**src/rtl/tmr_pkg.sv**
```systemverilog
package tmr_pkg;

  localparam int RATIO_W  = 3;
  localparam int CTRL_W   = 13;
  localparam int EV_N     = 2;
  localparam int EV_MATCH = 0;
  localparam int EV_OVF   = 1;

  // Only these control bits are stored; the rest read back as zero.
  localparam logic [CTRL_W-1:0] CTRL_MASK = 13'h1CFF;

  typedef enum logic [2:0] {
    A_CTRL  = 3'd0,
    A_CNT   = 3'd1,
    A_LOAD  = 3'd2,
    A_TRIG  = 3'd3,
    A_MATCH = 3'd4,
    A_IEN   = 3'd5,
    A_STAT  = 3'd6
  } reg_sel_e;

  // Field layout follows the control register bit positions, MSB first.
  typedef struct packed {
    logic               tgl;
    logic [1:0]         src;
    logic [1:0]         pad;
    logic               idle;
    logic               cmp_en;
    logic               pre_en;
    logic [RATIO_W-1:0] ratio;
    logic               autoreload;
    logic               run;
  } ctrl_t;

endpackage

```
**src/rtl/tmr_prescale.sv**
```systemverilog
module tmr_prescale #(
  parameter int RATIO_W = 3
) (
  input  logic               clk,
  input  logic               rst_n,
  input  logic               run,
  input  logic               pre_en,
  input  logic [RATIO_W-1:0] ratio,
  output logic               tick
);
  localparam int PRE_W = 2 ** RATIO_W;

  logic [PRE_W-1:0] phase_q;
  logic [PRE_W:0]   span;
  logic [PRE_W-1:0] last;
  logic             at_last;

  // Period 2^(ratio+1); last phase index is period-1.
  always_comb begin
    span    = {{PRE_W{1'b0}}, 1'b1} << ({1'b0, ratio} + 1'b1);
    last    = PRE_W'(span - 1'b1);
    at_last = (phase_q == last);
  end

  assign tick = run & (~pre_en | at_last);

  always_ff @(posedge clk or negedge rst_n) begin
    if (!rst_n) begin
      phase_q <= '0;
    end else if (!run || !pre_en) begin
      phase_q <= '0;
    end else if (at_last) begin
      phase_q <= '0;
    end else begin
      phase_q <= phase_q + 1'b1;
    end
  end

endmodule

```
**src/rtl/tmr_core.sv**
```systemverilog
module tmr_core #(
  parameter int CNT_W = 32
) (
  input  logic             clk,
  input  logic             rst_n,
  input  logic             tick,
  input  logic             autoreload,
  input  logic             cmp_en,
  input  logic [CNT_W-1:0] load_val,
  input  logic [CNT_W-1:0] match_val,
  input  logic             host_cnt_we,
  input  logic             host_trig_we,
  input  logic [CNT_W-1:0] host_data,
  output logic [CNT_W-1:0] cnt,
  output logic             ovf_ev,
  output logic             mat_ev
);
  localparam logic [CNT_W-1:0] CNT_MAX = '1;

  logic [CNT_W-1:0] cnt_q;
  logic [CNT_W-1:0] cnt_d;
  logic [CNT_W-1:0] wrap_val;

  assign ovf_ev   = tick & (cnt_q == CNT_MAX);
  assign mat_ev   = tick & cmp_en & (cnt_q == match_val);
  assign wrap_val = autoreload ? load_val : '0;

  always_comb begin
    cnt_d = cnt_q;
    if (host_cnt_we) begin
      cnt_d = host_data;
    end else if (host_trig_we) begin
      cnt_d = load_val;
    end else if (tick) begin
      cnt_d = ovf_ev ? wrap_val : cnt_q + 1'b1;
    end
  end

  always_ff @(posedge clk or negedge rst_n) begin
    if (!rst_n) begin
      cnt_q <= '0;
    end else begin
      cnt_q <= cnt_d;
    end
  end

  assign cnt = cnt_q;

endmodule

```
**src/rtl/tmr_pwm.sv**
```systemverilog
module tmr_pwm (
  input  logic       clk,
  input  logic       rst_n,
  input  logic       idle_lvl,
  input  logic       toggle_mode,
  input  logic [1:0] src,
  input  logic       ovf_ev,
  input  logic       mat_ev,
  output logic       pwm_out
);
  logic armed;
  logic hit;
  logic pulse_q;
  logic tog_q;

  // src: 00 none, 01 overflow, 1x overflow or match
  assign armed = |src;
  assign hit   = (armed & ovf_ev) | (src[1] & mat_ev);

  always_ff @(posedge clk or negedge rst_n) begin
    if (!rst_n) begin
      pulse_q <= 1'b0;
      tog_q   <= 1'b0;
    end else begin
      pulse_q <= hit;
      tog_q   <= armed ? (tog_q ^ hit) : 1'b0;
    end
  end

  assign pwm_out = idle_lvl ^ (armed & (toggle_mode ? tog_q : pulse_q));

endmodule

```
**src/rtl/uptimer_pwm.sv**
```systemverilog
module uptimer_pwm
  import tmr_pkg::*;
#(
  parameter int CNT_W = 32
) (
  input  logic             clk,
  input  logic             rst_n,
  input  logic             reg_wr_en,
  input  logic [2:0]       reg_addr,
  input  logic [CNT_W-1:0] reg_wdata,
  output logic [CNT_W-1:0] reg_rdata,
  output logic             pwm_out,
  output logic             irq
);
  ctrl_t            ctrl_q;
  logic [CNT_W-1:0] load_q;
  logic [CNT_W-1:0] match_q;
  logic [CNT_W-1:0] cnt_q;
  logic [EV_N-1:0]  ien_q;
  logic [EV_N-1:0]  stat_q;
  logic [EV_N-1:0]  ev;
  logic             tick;
  logic             ovf_ev;
  logic             mat_ev;
  logic             wr_ctrl, wr_cnt, wr_load, wr_trig, wr_match, wr_ien, wr_stat;

  assign wr_ctrl  = reg_wr_en & (reg_addr == A_CTRL);
  assign wr_cnt   = reg_wr_en & (reg_addr == A_CNT);
  assign wr_load  = reg_wr_en & (reg_addr == A_LOAD);
  assign wr_trig  = reg_wr_en & (reg_addr == A_TRIG);
  assign wr_match = reg_wr_en & (reg_addr == A_MATCH);
  assign wr_ien   = reg_wr_en & (reg_addr == A_IEN);
  assign wr_stat  = reg_wr_en & (reg_addr == A_STAT);

  tmr_prescale #(.RATIO_W(RATIO_W)) u_pre (
    .clk    (clk),
    .rst_n  (rst_n),
    .run    (ctrl_q.run),
    .pre_en (ctrl_q.pre_en),
    .ratio  (ctrl_q.ratio),
    .tick   (tick)
  );

  tmr_core #(.CNT_W(CNT_W)) u_core (
    .clk          (clk),
    .rst_n        (rst_n),
    .tick         (tick),
    .autoreload   (ctrl_q.autoreload),
    .cmp_en       (ctrl_q.cmp_en),
    .load_val     (load_q),
    .match_val    (match_q),
    .host_cnt_we  (wr_cnt),
    .host_trig_we (wr_trig),
    .host_data    (reg_wdata),
    .cnt          (cnt_q),
    .ovf_ev       (ovf_ev),
    .mat_ev       (mat_ev)
  );

  tmr_pwm u_pwm (
    .clk         (clk),
    .rst_n       (rst_n),
    .idle_lvl    (ctrl_q.idle),
    .toggle_mode (ctrl_q.tgl),
    .src         (ctrl_q.src),
    .ovf_ev      (ovf_ev),
    .mat_ev      (mat_ev),
    .pwm_out     (pwm_out)
  );

  // Control: host write wins over the run-bit clear from a one-shot wrap.
  always_ff @(posedge clk or negedge rst_n) begin
    if (!rst_n) begin
      ctrl_q <= '0;
    end else if (wr_ctrl) begin
      ctrl_q <= ctrl_t'(reg_wdata[CTRL_W-1:0] & CTRL_MASK);
    end else if (ovf_ev && !ctrl_q.autoreload) begin
      ctrl_q.run <= 1'b0;
    end
  end

  always_ff @(posedge clk or negedge rst_n) begin
    if (!rst_n) begin
      load_q  <= '0;
      match_q <= '0;
      ien_q   <= '0;
    end else begin
      if (wr_load)  load_q  <= reg_wdata;
      if (wr_match) match_q <= reg_wdata;
      if (wr_ien)   ien_q   <= reg_wdata[EV_N-1:0];
    end
  end

  always_comb begin
    ev           = '0;
    ev[EV_MATCH] = mat_ev;
    ev[EV_OVF]   = ovf_ev;
  end

  // Sticky flags, write-one-to-clear, a new event outranks the clear.
  for (genvar i = 0; i < EV_N; i++) begin : g_flag
    always_ff @(posedge clk or negedge rst_n) begin
      if (!rst_n) begin
        stat_q[i] <= 1'b0;
      end else begin
        stat_q[i] <= (stat_q[i] & ~(wr_stat & reg_wdata[i])) | ev[i];
      end
    end
  end

  assign irq = |(stat_q & ien_q);

  always_comb begin
    reg_rdata = '0;
    case (reg_addr)
      A_CTRL:  reg_rdata = CNT_W'(ctrl_q);
      A_CNT:   reg_rdata = cnt_q;
      A_LOAD:  reg_rdata = load_q;
      A_MATCH: reg_rdata = match_q;
      A_IEN:   reg_rdata = CNT_W'(ien_q);
      A_STAT:  reg_rdata = CNT_W'(stat_q);
      default: reg_rdata = '0;
    endcase
  end

endmodule

```
**config.mk**
```make
export PLATFORM = sky130hd
export DESIGN_NAME = uptimer_pwm
export DESIGN_NICKNAME = d
export VERILOG_FILES = /design/src/rtl/tmr_pkg.sv /design/src/rtl/tmr_prescale.sv /design/src/rtl/tmr_core.sv /design/src/rtl/tmr_pwm.sv /design/src/rtl/uptimer_pwm.sv
export SDC_FILE = /design/constraint.sdc
export NUM_CORES = 1
export LEC_CHECK = 0
export ABC_AREA = 1
export BUFFER_PORTS_ARGS = -buffer_cell sky130_fd_sc_hd__clkbuf_2
export CELL_PAD_IN_SITES_DETAIL_PLACEMENT = 0
export CELL_PAD_IN_SITES_GLOBAL_PLACEMENT = 2
export CORE_MARGIN = 2
export CORE_UTILIZATION = 34
export CTS_CLUSTER_DIAMETER = 30
export DETAILED_ROUTE_END_ITERATION = 10
export PLACE_DENSITY_LB_ADDON = 0.1
export SLEW_MARGIN = 10
export SYNTH_ARGS = -nofsm -noshare
export SYNTH_HDL_FRONTEND = slang
export SYNTH_SLANG_ARGS = --single-unit
```
**constraint.sdc**
```tcl
create_clock -name clk -period 2.85 [get_ports clk]
set_input_delay 0.285 -clock clk [delete_from_list [all_inputs] [get_ports clk]]
set_output_delay 0.285 -clock clk [all_outputs]
set_load 0.1 [all_outputs]
```
==> results.ini, run 1 <==
[drt]
drt_iter0_drc = 748
via_per_inst = 5.118
ant_nets = 0
vias = 8117
finalWirelength_um = 31330
wl_per_cell_um = 19.75
dr.pass1.iters = 5
drc = 0

[clock_tree]
clkTransAtPathRegs_ps = 60
clk_latency_ps = 440
root_buffer = clkbuf_16
cts_tree = yes
cts_max_level = 4
cts.path.max_buffers = 2
cts_buffers = 17
clkSinkCount = 121

[timing]
rsz0062_at_grt = true
fin_crit_sh_pct = 92.86
finClkSkew_ps = 14.41
clock.fmax_mhz = 377.8
relSlewSlack_pct = 44.59
worst_pin_slew_ps = 830.3
finalHoldViolCount = 0
setup_violations = 0
slew_viol_final = 0
period_needed_ps = 2647

[global_route]
grt_pass1_wl_um = 47470
grt_pass1_vias = 7805
grt_max_degree = 58
antenna_found_initial = 0
grt.overflow.total = 0
grt_usage_pct = 25.57

[critical_path]
cp.arrival_ps = 2970
slowest_delay_ps = 370
cp_cell_sequence = nor2_1 > nand2_1 > ha_1 > nor2_1 > nor2_1 > nand2_1 > nor2_1 > nand3_1 > nor2_1 > nand2_2 > a21oi_4 > buf_4 > nand3_1 > a21oi_1 > nor2_1
required_ps = 3170
cp-end-kind = flop
cp_slowest_cell = dfrtp_1
path_buf_inv = 1
critPathTopFamily = simple AND/OR/NAND/NOR gates
crit_path_start_kind = flop
path_class = flop to flop
crit_path_max_fanout = 9
cp_common_cell = nor2_1

[final_layout]
n_antenna_cell = 0
ff_latch_area_um2 = 3028
syn_to_final_growth_pct = 23.80
fillCellCount = 2522
post-route-util_pct = 42.71
drive_above_1_share_pct = 13.42
finalNonFillerCells = 1586
nets = 1295
multi_input_comb_area_um2 = 4262

[pwr]
switching_share_pct = 43.42
power.leakage_nw = 4.751
power_mw = 8.444
seqPwrFrac_pct = 32.2
power_density_nw_per_um2 = 844.7
power.switching_mw = 3.666
p_comb_share_pct = 38.7
clkPwrFrac_pct = 29.1
intPower_mw = 4.778
peakVddDrop_mv = 0.3277

[floorplan]
coreArea_um2 = 23400
initial_core_util_pct = 34.50
rows = 56
fp.dieArea_um2 = 25000
fp.dieH_um = 158.1
die_w_um = 158.1
io_pins = 72

[synth]
synthAdderAreaFrac_pct = 0.4649
ys_ff_latch = 121
synth_edf_count = 0
synth.area.top_cells = dfrtp_1, nand2_1, o21ai_0, inv_1, nand3_1
syn-num-nets = 1234
synth_top_area_cell = dfrtp_1
synth-simple-area-share_pct = 32.33
seq_area_frac_synth_pct = 37.50
synth_compound_area_share_pct = 15.23
ys_types = 39
ys_warn_count = 0
synth_top_area_share_pct = 37.50
synth_ff_type = dfrtp_1
synth_top_family_by_area = simple AND/OR/NAND/NOR gates
syn_inst = 1193
avgSynthCellArea_um2 = 6.768
synth_xor_area_share_pct = 4.339
syn_area_um2 = 8074
async_reset_ff_share_pct = 100.0
synthMuxAreaShare_pct = 0

[placement]
io_buffers = 71
dp_hpwl_um = 21980
gp_congestion = 0.9398
place_inst = 1551

[job]
max-cap-violations = 0

[run_status]
status = complete, no violations

[hold_path]
hp-class = input port to flop

timing repair:
action / CTS / global route
resized for setup: 0 / 1
pin swaps: 1 / 1
hold endpoints to repair: 20 / 0
setup buffers: 0 / 0
setup endpoints to repair: 24 / 32
hold buffers: 1 / 0
gates cloned: 1 / 1
flip-flops by register name (all words and copies together), names as in the netlist:
signal         cells
ctrl_q            11
u_pwm.pulse_q      1
u_pwm.tog_q        1
stat_q             2
load_q            32
u_pre.phase_q      8
match_q           32
u_core.cnt        32
ien_q              2
worst paths after layout:
path	startpoint	endpoint	slack, ps	cells after the start
hold reg to reg	ien_q[1]	ien_q[1]	480	2
setup / recovery	ctrl_q[3]	u_pwm.tog_q	200	15
max in group asynchronous	rst_n	u_core.cnt[27]	1830	3
hold / removal	reg_wdata[8]	match_q[8]	130	3
min in group asynchronous	rst_n	ctrl_q[3]	310	2
setup reg to reg	ctrl_q[3]	u_pwm.tog_q	200	15
synthesized netlist by cell type (2+ instances only):
cell type  count
inv_2          7
o211ai_1       8
nor4_1         4
nor3b_1        4
nand2_1      397
nand3_1       68
buf_2         15
ha_1           3
or2_2          4
nor2_4         2
o21ai_0      116
xor2_1        33
xnor2_1        7
nand4_1       43
nor2_1        51
dfrtp_1      121
buf_6          3
o22ai_1        3
inv_1        123
nor2_2         3
a21oi_1       40
o21ai_1       27
o2111ai_1     10
clkbuf_1      48
o221ai_1      14
nor3_1        21
buf_4          4
nand2_2        3
power groups by stage:
| stage | clock network (mW) | logic, mW | registers, mW |
|---|---|---|---|
| floorplan | 0 | 2.31 | 2.44 |
| global placement | 0 | 3.22 | 2.74 |
| detailed placement | 0 | 3.22 | 2.74 |
| CTS | 2.49 | 3.26 | 2.71 |
| global route | 2.56 | 3.58 | 2.79 |
| finish | 2.46 | 3.27 | 2.72 |
logic make-up after synthesis:
family,count (synthesis)
AOI/OAI and AO/OA,220
xor gates and xnor gates,40
adders and majority gates,3
buffers and inverters,202
DFF,121
other,1
and+or+nand+nor,606
layout make-up:
class,count,area share (%)
multi-input combinational,872,42.63
sequential,121,30.29
timing repair buffer,111,11.67
inverter,131,4.919
clock buffer,18,4.293
tap,319,3.993
clock inverter,14,2.203
metal layers:
metal | vias up | GRT usage, % | part of all wire, %
met5 | - | 0 | 0
met4 | 0 | 7.379 | 1.8
met3 | 38 | 4.216 | 6.2
met2 | 281 | 41.41 | 46
met1 | 3780 | 35.20 | 46
li1 | 4018 | - | -
cell usage in the layout, fill, tap and decap left out, types with 7 or more instances in the layout:
master     instances
inv_2              7
buf_4             38
nand4_1           43
nor3_1            21
nor2_1            50
o21ai_0          116
o211ai_1           8
nand2_1          395
xor2_1            33
dfrtp_1          121
a21oi_1           40
o21ai_1           27
buf_12            34
nand3_1           68
clkbuf_16         17
xnor2_1            7
o2111ai_1         10
inv_1            123
o221ai_1          14
clkbuf_2          38
worst reg2reg max path, cell delays in order, from the launching register on:
cell	delay, ps
dfrtp_1	370
nor2_1	170
nand2_1	80
ha_1	300
nor2_1	40
nor2_1	90
nand2_1	50
nor2_1	80
nand3_1	80
nor2_1	130
nand2_2	120
a21oi_4	310
buf_4	260
nand3_1	200
a21oi_1	200
nor2_1	60
metrics by stage:
stage               worst slack, ps  hold WS, ps  cell area (µm²)  setup TNS, ps
floorplan                     148.8       -10.59             8074              0
global placement             -19.63        223.1             9319         -19.63
detailed placement           -69.65        226.1             9319         -308.3
CTS                           11.57        128.3             9985              0
global route                 -33.82        146.4             9996         -33.82
finish                        203.4        135.0             9996              0
No activity file was read; power rests on OpenSTA's default activity.
==> inputs of run 2 (changes only) <==
- HOLD_SLACK_MARGIN: default -> 0.05
- SYNTH_HIERARCHICAL: default -> 1
==> results.ini, run 2 <==
[run_status]
status = complete, no violations

[floorplan]
fp.dieArea_um2 = 24950
initial_core_util_pct = 34.44
die_w_um = 158.0
coreArea_um2 = 23400
rows = 56
fp.dieH_um = 158.0
io_pins = 72

[synth]
synth_top_area_cell = dfrtp_1
avgSynthCellArea_um2 = 6.750
synth_top_family_by_area = simple AND/OR/NAND/NOR gates
syn_area_um2 = 8059
ys_warn_count = 6
synthAdderAreaFrac_pct = 0.4658
ys_types = 45
synth_top_area_share_pct = 37.57
synth_edf_count = 0
yosysMostFrequentCell = nand2_1
synth_compound_area_share_pct = 10.12
synth_xor_area_share_pct = 2.500
synth_ff_type = dfrtp_1
synth.area.top_cells = dfrtp_1, nand2_1, nand3_1, nor2_1, inv_1
seq_area_frac_synth_pct = 37.57
async_reset_ff_share_pct = 100.0
ys_ff_latch = 121
syn_inst = 1194
synth-simple-area-share_pct = 39.48
synthMuxAreaShare_pct = 0
synthTopCellsByCount = nand2_1, nor2_1, dfrtp_1, nand3_1, inv_1
syn-num-nets = 1235

[timing]
setup_violations = 0
fin_crit_sh_pct = 98.17
finClkSkew_ps = 12.21
finalHoldViolCount = 0
finalSetupTns_ps = 0
period_needed_ps = 2798
clock.fmax_mhz = 357.4
setup_ws_ps = 52.26
worst_pin_slew_ps = 765.9
rsz0062_at_grt = true
slew_viol_final = 0
relSlewSlack_pct = 48.94

[drt]
ant_nets = 0
drc = 0
via_per_inst = 4.874
finalWirelength_um = 28130
wl_per_cell_um = 17.35
vias = 7900
dr.pass1.iters = 5
drt_iter0_drc = 475

[critical_path]
required_ps = 3220
critPathTopFamily = simple AND/OR/NAND/NOR gates
r2r-end = u_core/cnt[24]
path_buf_inv = 3
cp.arrival_ps = 3170
cp-end-kind = flop
slowest_delay_ps = 380
cp_common_cell = nand2_1
worstReg2RegStart = ctrl_q[4]
rrSetupSlack_ps = 50
reg2reg_depth = 22
path_class = flop to flop
cp_cell_sequence = inv_2 > nand3_4 > ha_4 > nor2_2 > nor2_1 > nand2_1 > nor2_1 > nand2_1 > nor2_4 > nand3_4 > a21oi_4 > inv_1 > nor2_1 > nand2_1 > nor2_4 > nand4_4 > nand2_8 > clkbuf_16 > nand2_4 > nand3_2 > nand3_2 > nand2_1
crit_path_max_fanout = 8
cp_slowest_cell = dfrtp_1
crit_path_start_kind = flop

[final_layout]
n_antenna_cell = 0
final_cell_mix = nand2_1, nor2_1, dfrtp_1
syn_to_final_growth_pct = 25.83
multi_input_comb_area_um2 = 4469
finalNonFillerCells = 1621
drive_above_1_share_pct = 19.74
fillCellCount = 2542
design_area_um2 = 10140
layout_commonest_cell = nand2_1
ff_latch_area_um2 = 3028
nets = 1330

[pwr]
p_comb_share_pct = 36.7
switching_share_pct = 42.99
peakVddDrop_mv = 0.3575
power_mw = 7.812
intPower_mw = 4.453
power.switching_mw = 3.358
power.leakage_nw = 5.069
clkPwrFrac_pct = 27.7
seqPwrFrac_pct = 35.6
power_density_nw_per_um2 = 770.3

[clock_tree]
root_buffer = clkbuf_16
clkTransAtPathRegs_ps = 60
cts.path.max_buffers = 2
cts_tree = yes
clkSinkCount = 121
cts_max_level = 4
cts_buffers = 17
clk_latency_ps = 430

[global_route]
antenna_found_initial = 0
grt.overflow.total = 0
grt_max_degree = 65
grt_pass1_vias = 7684
grt_usage_pct = 23.22
grt_pass1_wl_um = 43960

[placement]
placed_area_um2 = 9261
gp_congestion = 0.8690
place_inst = 1582
place_ws_ps = -98.48
io_buffers = 71
dp_hpwl_um = 20840

[hold_path]
min-delay-start = reg_wdata[25]
holdPathEnd = load_q[25]
hp-class = input port to flop
worstHoldPathCells = 3

[job]
max-cap-violations = 0

[run 2: timing repair]
action / 4_1_cts / 5_1_grt
gates resized for setup: 15 / 52
setup buffers: 1 / 3
endpoints found under the setup margin: 34 / 36
pin swaps: 9 / 38
hold buffers: 1 / 0
hold endpoints to repair: 25 / 0
gates cloned: 0 / 2
[run 2: area by class of cell]
cell class | count | area share (%)
multi-input combinational | 902 | 44.07
timing repair buffer | 125 | 11.92
clock buffer | 20 | 4.405
tap | 319 | 3.936
inverter | 122 | 4.565
sequential | 121 | 29.86
clock inverter | 12 | 1.246
[run 2: worst max path at each step]
stage               startpoint             end  slack [ps]  cells past startpoint
floorplan            ctrl_q[4]  u_core/cnt[22]           2                     21
global placement     ctrl_q[4]   u_core/cnt[5]         -40                     21
detailed placement   ctrl_q[4]   u_core/cnt[8]        -100                     19
CTS                  ctrl_q[3]  u_core/cnt[21]         -20                     23
global route         ctrl_q[2]  u_core/cnt[24]        -210                     22
finish               ctrl_q[4]  u_core/cnt[24]          50                     22
[run 2: cells by family (layout without fill, tap and decap cells)]
group / count (synthesis) / after routing
simple gates: 725 / 725
buf+inv: 171 / 279
compound gates: 150 / 150
flops: 121 / 121
xor+xnor: 23 / 23
fa+ha+maj: 3 / 3
other cells: 1 / 1
[run 2: worst min-delay path, stage by stage]
cell,delay (ps)
clkbuf_2,90
inv_1,60
o21ai_1,60
[run 2: metrics by stage]
stage,util [%],hold WS [ps]
4_1_cts,42.23,100.8
2_1_floorplan,-,-10.59
3_3_place_gp,39.57,262.5
6_report,43.33,113.5
5_1_grt,43.33,109.4
3_5_place_dp,39.57,256.2
[run 2: power groups by stage]
| stage | Sequential, mW | Clock (mW) | Combinational (mW) |
|---|---|---|---|
| after floorplan | 2.57 | 0 | 1.90 |
| after global placement | 2.80 | 0 | 2.70 |
| after detailed placement | 2.80 | 0 | 2.72 |
| after CTS | 2.77 | 2.21 | 2.76 |
| after global routing | 2.87 | 2.27 | 3.18 |
| final | 2.78 | 2.16 | 2.87 |
[run 2: layer usage]
layer,vias up,share of wire (%),global-route usage [%]
li1,4009,-,-
met4,0,1.1,5.577
met2,176,44,35.65
met1,3696,51,34.45
met3,19,4.7,3.175
met5,-,0,0
